### src/rtl/dec_pkg.sv
package dec_pkg;

    typedef enum logic [4:0] {
        CL_NOP    = 5'd0,
        CL_HALT   = 5'd1,
        CL_OUT    = 5'd2,
        CL_IN     = 5'd3,
        CL_CLRC   = 5'd4,
        CL_SETC   = 5'd5,
        CL_BRANCH = 5'd6,
        CL_SHIFT  = 5'd7,
        CL_LOAD   = 5'd8,
        CL_STORE  = 5'd9,
        CL_SUBB   = 5'd10,
        CL_ADDC   = 5'd11,
        CL_SUB    = 5'd12,
        CL_ADD    = 5'd13,
        CL_XOR    = 5'd14,
        CL_OR     = 5'd15,
        CL_AND    = 5'd16,
        CL_CMP    = 5'd17
    } op_class_e;

    typedef enum logic [2:0] {
        SRC_ACC  = 3'd0,
        SRC_IDX  = 3'd1,
        SRC_IMM  = 3'd2,
        SRC_MEM  = 3'd3,
        SRC_NONE = 3'd4
    } src_sel_e;

    typedef struct packed {
        op_class_e  cls;
        logic       has_operand;
        logic       dest_ok;
        logic       bad_store;
        logic       is_branch;
        logic       is_shift;
    } class_info_t;

    typedef struct packed {
        src_sel_e   src;
        logic       need;
        logic       is_mem;
        logic       indexed;
        logic       region;
    } mode_info_t;

endpackage

### src/rtl/dec_class.sv
module dec_class
    import dec_pkg::*;
(
    input  logic [7:0]  opcode,
    output class_info_t info
);
    logic [3:0] hi_nib;
    assign hi_nib = opcode[7:4];

    always_comb begin
        info             = '0;
        info.cls         = CL_NOP;
        info.has_operand = (hi_nib[3:1] == 3'b011) || hi_nib[3];
        info.is_branch   = (hi_nib == 4'b0011);
        info.is_shift    = (hi_nib == 4'b0100);
        info.dest_ok     = info.has_operand || info.is_shift;
        info.bad_store   = (hi_nib == 4'b0111) && !opcode[2];
        unique case (hi_nib)
            4'b0000: info.cls = opcode[3] ? CL_HALT : CL_NOP;
            4'b0001: info.cls = opcode[3] ? CL_IN   : CL_OUT;
            4'b0010: info.cls = opcode[3] ? CL_SETC : CL_CLRC;
            4'b0011: info.cls = CL_BRANCH;
            4'b0100: info.cls = CL_SHIFT;
            4'b0101: info.cls = CL_HALT;
            4'b0110: info.cls = CL_LOAD;
            4'b0111: info.cls = CL_STORE;
            4'b1000: info.cls = CL_SUBB;
            4'b1001: info.cls = CL_ADDC;
            4'b1010: info.cls = CL_SUB;
            4'b1011: info.cls = CL_ADD;
            4'b1100: info.cls = CL_XOR;
            4'b1101: info.cls = CL_OR;
            4'b1110: info.cls = CL_AND;
            4'b1111: info.cls = CL_CMP;
            default: info.cls = CL_NOP;
        endcase
    end
endmodule

### src/rtl/dec_mode.sv
module dec_mode
    import dec_pkg::*;
(
    input  logic [2:0]  mode,
    output mode_info_t  info
);
    always_comb begin
        info         = '0;
        info.is_mem  = mode[2];
        info.indexed = mode[2] & mode[1];
        info.region  = mode[2] & mode[0];
        if (mode[2]) begin
            info.src  = SRC_MEM;
            info.need = 1'b1;
        end else if (mode[1]) begin
            info.src  = SRC_IMM;
            info.need = 1'b1;
        end else if (mode[0]) begin
            info.src  = SRC_IDX;
        end else begin
            info.src  = SRC_ACC;
        end
    end
endmodule

### src/rtl/dec_addr.sv
module dec_addr #(
    parameter int ADDR_W = 8
) (
    input  logic              is_mem,
    input  logic              indexed,
    input  logic [ADDR_W-1:0] disp,
    input  logic [ADDR_W-1:0] index_val,
    output logic [ADDR_W-1:0] eff
);
    logic [ADDR_W-1:0] carry;
    logic [ADDR_W-1:0] sum;
    logic [ADDR_W-1:0] idx_term;

    assign idx_term = indexed ? index_val : '0;

    // ripple adder whose carry out of the top bit is dropped (mod 2^ADDR_W)
    genvar gi;
    generate
        for (gi = 0; gi < ADDR_W; gi++) begin : g_bit
            if (gi == 0) begin : g_lsb
                assign sum[gi]   = disp[gi] ^ idx_term[gi];
                assign carry[gi] = disp[gi] & idx_term[gi];
            end else begin : g_rest
                assign sum[gi]   = disp[gi] ^ idx_term[gi] ^ carry[gi-1];
                assign carry[gi] = (disp[gi] & idx_term[gi])
                                 | (carry[gi-1] & (disp[gi] ^ idx_term[gi]));
            end
        end
    endgenerate

    assign eff = is_mem ? sum : '0;
endmodule

### src/rtl/instr_decoder.sv
module instr_decoder
    import dec_pkg::*;
#(
    parameter int ADDR_W = 8
) (
    input  logic              clk,
    input  logic              rst_n,
    input  logic              in_valid,
    input  logic [7:0]        opcode,
    input  logic [ADDR_W-1:0] byte2,
    input  logic [ADDR_W-1:0] index_val,
    output logic              out_valid,
    output logic [4:0]        op_class,
    output logic              dest_is_index,
    output logic [2:0]        operand_src,
    output logic              need_byte2,
    output logic              illegal,
    output logic [ADDR_W-1:0] eff_addr,
    output logic              data_region,
    output logic [3:0]        branch_cond,
    output logic              is_rotate,
    output logic [1:0]        shift_mode
);
    typedef struct packed {
        logic              valid;
        op_class_e         cls;
        logic              dest;
        src_sel_e          src;
        logic              need;
        logic              bad;
        logic [ADDR_W-1:0] eff;
        logic              region;
        logic [3:0]        cond;
        logic              rot;
        logic [1:0]        smode;
    } dec_out_t;

    localparam dec_out_t IDLE = '{
        valid: 1'b0, cls: CL_NOP, dest: 1'b0, src: SRC_NONE, need: 1'b0,
        bad: 1'b0, eff: '0, region: 1'b0, cond: 4'd0, rot: 1'b0, smode: 2'd0
    };

    class_info_t       cls_info;
    mode_info_t        mode_info;
    logic [ADDR_W-1:0] eff_raw;
    dec_out_t          out_d, out_q;

    dec_class i_dec_class (
        .opcode (opcode),
        .info   (cls_info)
    );

    dec_mode i_dec_mode (
        .mode (opcode[2:0]),
        .info (mode_info)
    );

    dec_addr #(.ADDR_W(ADDR_W)) i_dec_addr (
        .is_mem    (mode_info.is_mem),
        .indexed   (mode_info.indexed),
        .disp      (byte2),
        .index_val (index_val),
        .eff       (eff_raw)
    );

    always_comb begin
        out_d = IDLE;
        if (in_valid) begin
            out_d.valid = 1'b1;
            if (cls_info.bad_store) begin
                out_d.bad = 1'b1;
            end else begin
                out_d.cls  = cls_info.cls;
                out_d.dest = cls_info.dest_ok & opcode[3];
                if (cls_info.has_operand) begin
                    out_d.src    = mode_info.src;
                    out_d.need   = mode_info.need;
                    out_d.eff    = eff_raw;
                    out_d.region = mode_info.region;
                end
                if (cls_info.is_branch) begin
                    out_d.need = 1'b1;
                    out_d.cond = opcode[3:0];
                end
                if (cls_info.is_shift) begin
                    out_d.rot   = opcode[2];
                    out_d.smode = opcode[1:0];
                end
            end
        end
    end

    always_ff @(posedge clk) begin
        if (!rst_n) out_q <= IDLE;
        else        out_q <= out_d;
    end

    assign out_valid     = out_q.valid;
    assign op_class      = out_q.cls;
    assign dest_is_index = out_q.dest;
    assign operand_src   = out_q.src;
    assign need_byte2    = out_q.need;
    assign illegal       = out_q.bad;
    assign eff_addr      = out_q.eff;
    assign data_region   = out_q.region;
    assign branch_cond   = out_q.cond;
    assign is_rotate     = out_q.rot;
    assign shift_mode    = out_q.smode;
endmodule

### config.mk
export PLATFORM = sky130hd
export DESIGN_NAME = instr_decoder
export DESIGN_NICKNAME = d
export VERILOG_FILES = /design/src/rtl/dec_pkg.sv /design/src/rtl/dec_class.sv /design/src/rtl/dec_mode.sv /design/src/rtl/dec_addr.sv /design/src/rtl/instr_decoder.sv
export SDC_FILE = /design/constraint.sdc
export NUM_CORES = 1
export LEC_CHECK = 0
export BUFFER_PORTS_ARGS = -buffer_cell sky130_fd_sc_hd__buf_2
export CORE_MARGIN = 10
export CORE_UTILIZATION = 40
export CTS_BUF_LIST = sky130_fd_sc_hd__clkbuf_8 sky130_fd_sc_hd__clkbuf_16
export DETAILED_ROUTE_END_ITERATION = 12
export PLACE_DENSITY = 0.71
export SLEW_MARGIN = 0
export SYNTH_ARGS = -nofsm -noshare
export SYNTH_HDL_FRONTEND = slang
export SYNTH_SLANG_ARGS = --single-unit
### constraint.sdc
create_clock -name clk -period 11.4 [get_ports clk]
set_input_delay 2.28 -clock clk [delete_from_list [all_inputs] [get_ports clk]]
set_output_delay 2.28 -clock clk [all_outputs]
set_load 0.01 [all_outputs]
==> Yosys cells after proc, flatten, opt, wreduce, memory -nomap -nowiden <==
Cells that the tools add are included.
{ "word_totals": {"reg_bits": 28, "latchBits": 0, "ramBits": 0, "mem_bits_ro": 0, "in_bits": 27, "mem_count": 0} }
{ "op_classes": {"addsub": 0, "mul": 0, "div": 0, "n_lt_le_gt_ge": 0, "n_eq_ne": 16, "shift": 0, "muxes": 19, "bitwise": 43, "n_reduce_logical": 11} }
{ "op_table": {"columns": ["operator", "n"], "rows": [
  ["one-hot mux 5 bit (16 select lines)", 1],
  ["== test 4 bit, second input constant", 8],
  ["2-to-1 mux 28 bit", 1],
  ["AND 1 bit", 16],
  ["== test 4 x 3 -> 1 bit, second input constant", 4],
  ["2-to-1 mux 16 bit", 1],
  ["2-to-1 mux 8 bit", 2],
  ["bitwise XOR 1 bit", 15],
  ["2-to-1 mux 4 bit", 3],
  ["OR reduction 4 bit", 3],
  ["2-to-1 mux 10 bit", 1],
  ["2-to-1 mux 9 bit", 1],
  ["== test 4 x 2 -> 1 bit, second input constant", 2],
  ["2-to-1 mux 1 bit", 7],
  ["2-to-1 mux 3 bit", 2],
  ["inverter 1 bit", 6],
  ["bitwise OR 1 bit", 6],
  ["OR reduction 5 bit", 1],
  ["== test 4 x 1 -> 1 bit, second input constant", 1],
  ["zero test 4 bit", 1],
  ["== test 3 x 2 -> 1 bit, second input constant", 1],
  ["OR reduction 3 bit", 1],
  ["logical OR 1 bit", 2],
  ["AND reduction 2 bit", 1],
  ["2 further kinds", 2]
]} }

==> Depth between registers and ports, before layout <==
{ "depth": {"word_depth": 20, "depth_mapped": 14} }

==> Hierarchy <==
A second synthesis with hierarchy kept.
{ "unflattened": {"cells_unflattened": 126, "hier_area_um2": 1243.7} }
{ "modules_own_cells": {"columns": ["mod", "n_inst", "cells_per_inst", "area_each_um2", "seq_area_each_um2"], "rows": [
  ["instr_decoder", 1, 62, 790.8, 560.5],
  ["dec_addr", 1, 34, 279.0, 0.0],
  ["dec_class", 1, 21, 115.1, 0.0],
  ["dec_mode", 1, 9, 58.8, 0.0]
]} }

==> Least setup slack after synthesis <==
No wires, ideal clock.
{ "synth_timing": {"path_type": "in2reg", "startpoint": "in opcode[1]", "endpoint": "reg out_q, in the netlist eff_addr[7]", "setup_ns": 0.117, "t_arrival_ns": 5.244, "setup_slack_ns": 6.039, "stages": 14, "cell_sequence": "clkbuf_1 > and3_1 > ha_1 > inv_1 > fa_1 > inv_1 > fa_1 > fa_1 > fa_1 > fa_1 > fa_1 > xnor2_1 > xnor2_1 > nor2_1"} }
{ "synth_via": {"elab_chain_cells": 16, "elab_cells_between_ends": 29, "cone_classes": "mux (1); bitwise (28)"} }
{ "synth_lines": {"columns": ["item", "line_no", "source"], "rows": [
  ["start: declaration", "instr_decoder.sv:9", "input logic [7:0] opcode,"],
  ["AND 1 bit *", "dec_mode.sv:10", "info.indexed = mode[2] & mode[1];"],
  ["2-to-1 mux 8 bit *", "dec_addr.sv:14", "assign idx_term = indexed ? index_val : '0;"],
  ["AND 1 bit or bitwise XOR 1 bit (tied branches)", "dec_addr.sv:22, dec_addr.sv:26", null],
  ["AND 1 bit", "dec_addr.sv:26", "| (carry[gi-1] & (disp[gi] ^ idx_term[gi]));"],
  ["bitwise OR 1 bit", "dec_addr.sv:26", null],
  ["AND 1 bit", "dec_addr.sv:26", null],
  ["bitwise OR 1 bit", "dec_addr.sv:26", null],
  ["AND 1 bit", "dec_addr.sv:26", null],
  ["bitwise OR 1 bit", "dec_addr.sv:26", null],
  ["AND 1 bit", "dec_addr.sv:26", null],
  ["bitwise OR 1 bit", "dec_addr.sv:26", null],
  ["AND 1 bit", "dec_addr.sv:26", null],
  ["bitwise OR 1 bit", "dec_addr.sv:26", null],
  ["AND 1 bit", "dec_addr.sv:26", null],
  ["bitwise OR 1 bit", "dec_addr.sv:26", null],
  ["bitwise XOR 1 bit *", "dec_addr.sv:24", "assign sum[gi] = disp[gi] ^ idx_term[gi] ^ carry[gi-1];"],
  ["end signal: assignment", "instr_decoder.sv:95", "else out_q <= out_d;"],
  ["end: declaration", "instr_decoder.sv:46", "dec_out_t out_d, out_q;"]
]} }
Every way passes the cells marked *; elsewhere a longest branch is shown, timed or not.
A chain may end at the register's enable or synchronous reset.

==> Worst setup path in the final report <==
{ "layout_timing": {"startpoint": "in opcode[2]", "endpoint": "reg out_q, in the netlist eff_addr[7]"} }
{ "layout_via": {"elab_chain_cells": 16, "elab_cells_between_ends": 33, "cone_classes": "mux (1); bitwise (29); reduce/logical (3)"} }
{ "layout_lines": {"columns": ["item", "line_no"], "rows": [
  ["AND 1 bit", "dec_mode.sv:10"],
  ["2-to-1 mux 8 bit", "dec_addr.sv:14"],
  ["AND 1 bit or bitwise XOR 1 bit (tied branches)", "dec_addr.sv:22, dec_addr.sv:26"],
  ["AND 1 bit", "dec_addr.sv:26"],
  ["bitwise OR 1 bit", "dec_addr.sv:26"],
  ["AND 1 bit", "dec_addr.sv:26"],
  ["bitwise OR 1 bit", "dec_addr.sv:26"],
  ["AND 1 bit", "dec_addr.sv:26"],
  ["bitwise OR 1 bit", "dec_addr.sv:26"],
  ["AND 1 bit", "dec_addr.sv:26"],
  ["bitwise OR 1 bit", "dec_addr.sv:26"],
  ["AND 1 bit", "dec_addr.sv:26"],
  ["bitwise OR 1 bit", "dec_addr.sv:26"],
  ["AND 1 bit", "dec_addr.sv:26"],
  ["bitwise OR 1 bit", "dec_addr.sv:26"],
  ["bitwise XOR 1 bit", "dec_addr.sv:24"]
]} }
Parallel ways exist; a longest one is shown, timed or not.

==> impl.org <==
** Floorplanning
- 55 I/O pins were placed.
- Die width :: 72.9 um
- Row generation in the floorplan step produced 19 rows.
- For this configuration, the core starts out at a cell density of 41.3%.
- The floorplan step defined a core boundary enclosing 0.00271 mm^2.
- Die height :: 72.9 um
- Die area :: 0.00531 mm^2

** Drt
- Wires add up to 2870 um.
- For this block, the initial DRC count from the detailed router was 38.
- Number of DRC violations after detailed routing :: 0
- First-pass iteration count of the detailed router :: 4
- The routed layout has 904 vias.
- After detailed routing, the number of vias per cell comes to 4.73.
- Routed wirelength normalized by instance count :: 15.0 um
- Count of antenna-violating nets left after detailed routing :: 0

** Timing
- On the final layout, the worst hold slack is 2.23 ns.
- Shortest clock period the worst path allows after layout :: 5.27 ns
- Dividing the final minimum period by the clock period gives 46.3%.
- Number of pins with negative max-slew slack in the final report :: 0
- Setup violations remaining at the end of the flow were counted as 0.
- Unrepaired setup endpoints after global routing :: false
- Measured against its own limit, the worst slew margin works out to 68.8%.
- The worst path meets setup with 6.13 ns of slack.
- Hold Vio Cnt, Final :: 0
- At the pin with the least slew margin, the transition time is 0.464 ns.
- Summed over all failing endpoints, the final setup total negative slack is 0 ns.
- Based on the critical path, the design can be clocked at up to 0.190 GHz.

** Cells and area
- The repair_antennas step left the layout with diodes totalling 0.
- The post-route netlist has 38.8% of its cells at a drive strength greater than 1.
- After routing the design area is 0.00147 mm^2.
- The net count of the finished layout is 195.
- The area growth from synthesis to layout is 31.0%.

** Placed design
- Before CTS, the worst setup slack after placement is 5.85 ns.
- At the end of routability-driven placement, the weighted congestion stood at 0.774.
- The HPWL after detailed placement is 2300 um.
- # port buffers :: 54
- Cell area after placement :: 0.00141 mm^2

** Clock tree
- TritonCTS built the clock tree.
- Root buffer selected by CTS :: clkbuf_8
- Number of buffers added by the clock tree synthesis step :: 3
- After clock tree synthesis, the setup repair step added 0 buffers.
- The clock passes through at most 2 buffers.
- CTS resizes :: 0
- After clock tree synthesis, the clock-pin slew on the worst setup and hold paths is 0.09 ns.
- For this design, the sink count on the clock tree is 28.
- After clock tree synthesis, the flow added hold-fix buffers numbering 0.
- CTS H-tree depth :: 1

** Global route
- Overflow left after global routing :: 0
- GRT Total Usage :: 10.9%
- The number of antenna violations at the first check in global routing was 0.
- Global-route wire length before repair :: 4620 um
- The number of global-route vias before repair was 952.
- Pin count of the biggest net entering global routing :: 16

** Logic synthesis
- Sequential cells were found to cover 50.1% of the synthesized design area.
- Synthesis produced a netlist with a net count of 140.
- Total standard cell area after synthesis :: 0.00112 mm^2
- Synth unique cells :: 29
- Post-Synthesis Mean Instance Area :: 10.6 um^2
- In the synthesized netlist, the number of instances is 106.
- Count of synthesis-stage warnings from yosys :: 0
- The synthesized design contains 28 register bits.

** Setup path
- Kind of critical path :: in2reg
- For this design, the slowest cell found on the critical path is fa_1.
- STA puts the critical path data arrival time at 5.44 ns.
- Worst path max stage delay :: 0.40 ns
- At the worst endpoint, the required time is 11.56 ns.
- The worst setup path is launched from an input pin.
- Along the worst path, the maximum fanout reaches 15.
- Worst Setup End Kind :: flip-flop
- The cell that appears most often on the critical path is fa_1.
- Walking the worst path, the cells encountered are buf_2, and3_1, ha_1, inv_1, fa_1, inv_1, fa_1, fa_1, fa_1, fa_1, fa_1, xnor2_1, xnor2_1, nor2_1.

** Hold path
- For hold timing, the worst endpoint is shift_mode[0].
- The worst hold path passes through 2 cells.
- The min-delay analysis places its worst path in the category in2reg.
- Hold_sp :: opcode[0]

** Power
- The analysis attributes to cell leakage a power of 0.757 nW.
- VDD IR max :: 0.0823 mV
- The design draws 0.185 mW.
- Cell area power density :: 127 mW/mm^2

** Status
- The run finished with clean final reports.

** Job
- Maximum capacitance violations :: 0
state kept, by name, summed over array words and instances (netlist names):
register       cells
need_byte2         1
data_region        1
shift_mode         2
operand_src        3
dest_is_index      1
branch_cond        4
illegal            1
eff_addr           8
op_class           5
is_rotate          1
out_valid          1
worst max-delay path by stage:
stage / start / end / depth (start not counted)
4_1_cts: opcode[2] / eff_addr[7] / 14
2_1_floorplan: opcode[1] / eff_addr[7] / 14
3_5_place_dp: opcode[2] / eff_addr[7] / 14
5_1_grt: opcode[2] / eff_addr[7] / 14
6_report: opcode[2] / eff_addr[7] / 14
3_3_place_gp: opcode[2] / eff_addr[7] / 14
layer usage:
metal | part of all wire [%] | track usage, % | wire [um]
met1 | 39 | 11.9 | 1130
met2 | 54 | 19.3 | 1550
met3 | 5.7 | 2.45 | 163
met4 | 0.94 | 5.27 | 27
met5 | 0 | 0 | 0
critical path, delay by kind of cell:
family,cells,cell delay [ns]
XOR/XNOR,2,0.32
adder cells (fa/ha/maj),7,2.29
buffers and inverters,3,0.31
AND/OR/NAND/NOR,2,0.24
report_power, final:
group	switching, mW	internal (mW)	total (mW)	leakage (nW)
sequential	0.000570	0.100	0.101	0.228
combinational	0.0134	0.0107	0.0241	0.500
clock	0.0294	0.0309	0.0603	0.0288
per-stage QoR:
| stage | cells | util (%) |
|---|---|---|
| 2_1_floorplan | 106 | - |
| 3_3_place_gp | 187 | 52.0 |
| 3_5_place_dp | 187 | 52.0 |
| 4_1_cts | 191 | 54.1 |
| 5_1_grt | 191 | 54.1 |
| 6_report | 191 | 54.1 |
synth_stat cells, drive strengths merged:
cell / count / area, um^2
nand2: 4 / 17.5
xor2: 1 / 8.76
o41ai: 1 / 8.76
a211oi: 1 / 7.51
nor4: 2 / 12.5
o21bai: 1 / 7.51
o31ai: 1 / 21.3
nor3: 2 / 10.0
o21ai: 1 / 5.00
or2: 1 / 6.26
inv: 5 / 18.8
nand2b: 6 / 45.0
dfxtp: 28 / 561
buf: 2 / 10.0
a21oi: 5 / 25.0
a21o: 1 / 7.51
fa: 6 / 120
clkbuf: 2 / 7.51
nand3: 3 / 15.0
nor3b: 1 / 7.51
nand4bb: 1 / 11.3
nor2: 8 / 30.0
nor2b: 1 / 6.26
ha: 1 / 12.5
xnor2: 2 / 17.5
and2: 12 / 75.1
and3: 7 / 43.8
cell usage in the layout, fill, tap and decap left out:
cell type	synthesis	final
buf_2	2	54
dfxtp_1	28	28
and2_1	12	12
nor2_1	8	8
and3_1	7	7
fa_1	6	6
inv_1	5	5
nand2b_1	5	5
a21oi_1	5	5
clkbuf_8	0	4
nand2_1	3	3
nand3_1	3	3
nor3_1	2	2
nor4_1	2	2
xnor2_1	2	2
nand2_2	1	1
nand2b_4	1	1
o31ai_4	1	1
a21o_1	1	1
nand4bb_1	1	1
xor2_1	1	1
o21ai_0	1	1
nor2b_1	1	1
o21bai_1	1	1
or2_2	1	1
a211oi_1	1	1
nor3b_1	1	1
o41ai_1	1	1
ha_1	1	1
area by class of cell:
type | count | area (um^2)
clock buffers | 4 | 55.1
fillers | 268 | 1240
inverters | 5 | 18.8
multi-input cells | 69 | 522
flip-flops and latches | 28 | 561
well taps | 31 | 38.8
repair buffers | 54 | 270
cells by family (layout without fill, tap and decap cells):
logic type | Yosys count | in the layout | synth area share (%)
XOR/XNOR | 3 | 3 | 2.35
buffers and inverters | 9 | 63 | 3.24
flip-flops | 28 | 28 | 50.1
adder cells (fa/ha/maj) | 7 | 7 | 11.9
AND/OR/NAND/NOR | 48 | 48 | 25.1
AO/OA/AOI/OAI | 11 | 11 | 7.38
No activity file was read; power rests on OpenSTA's default activity.
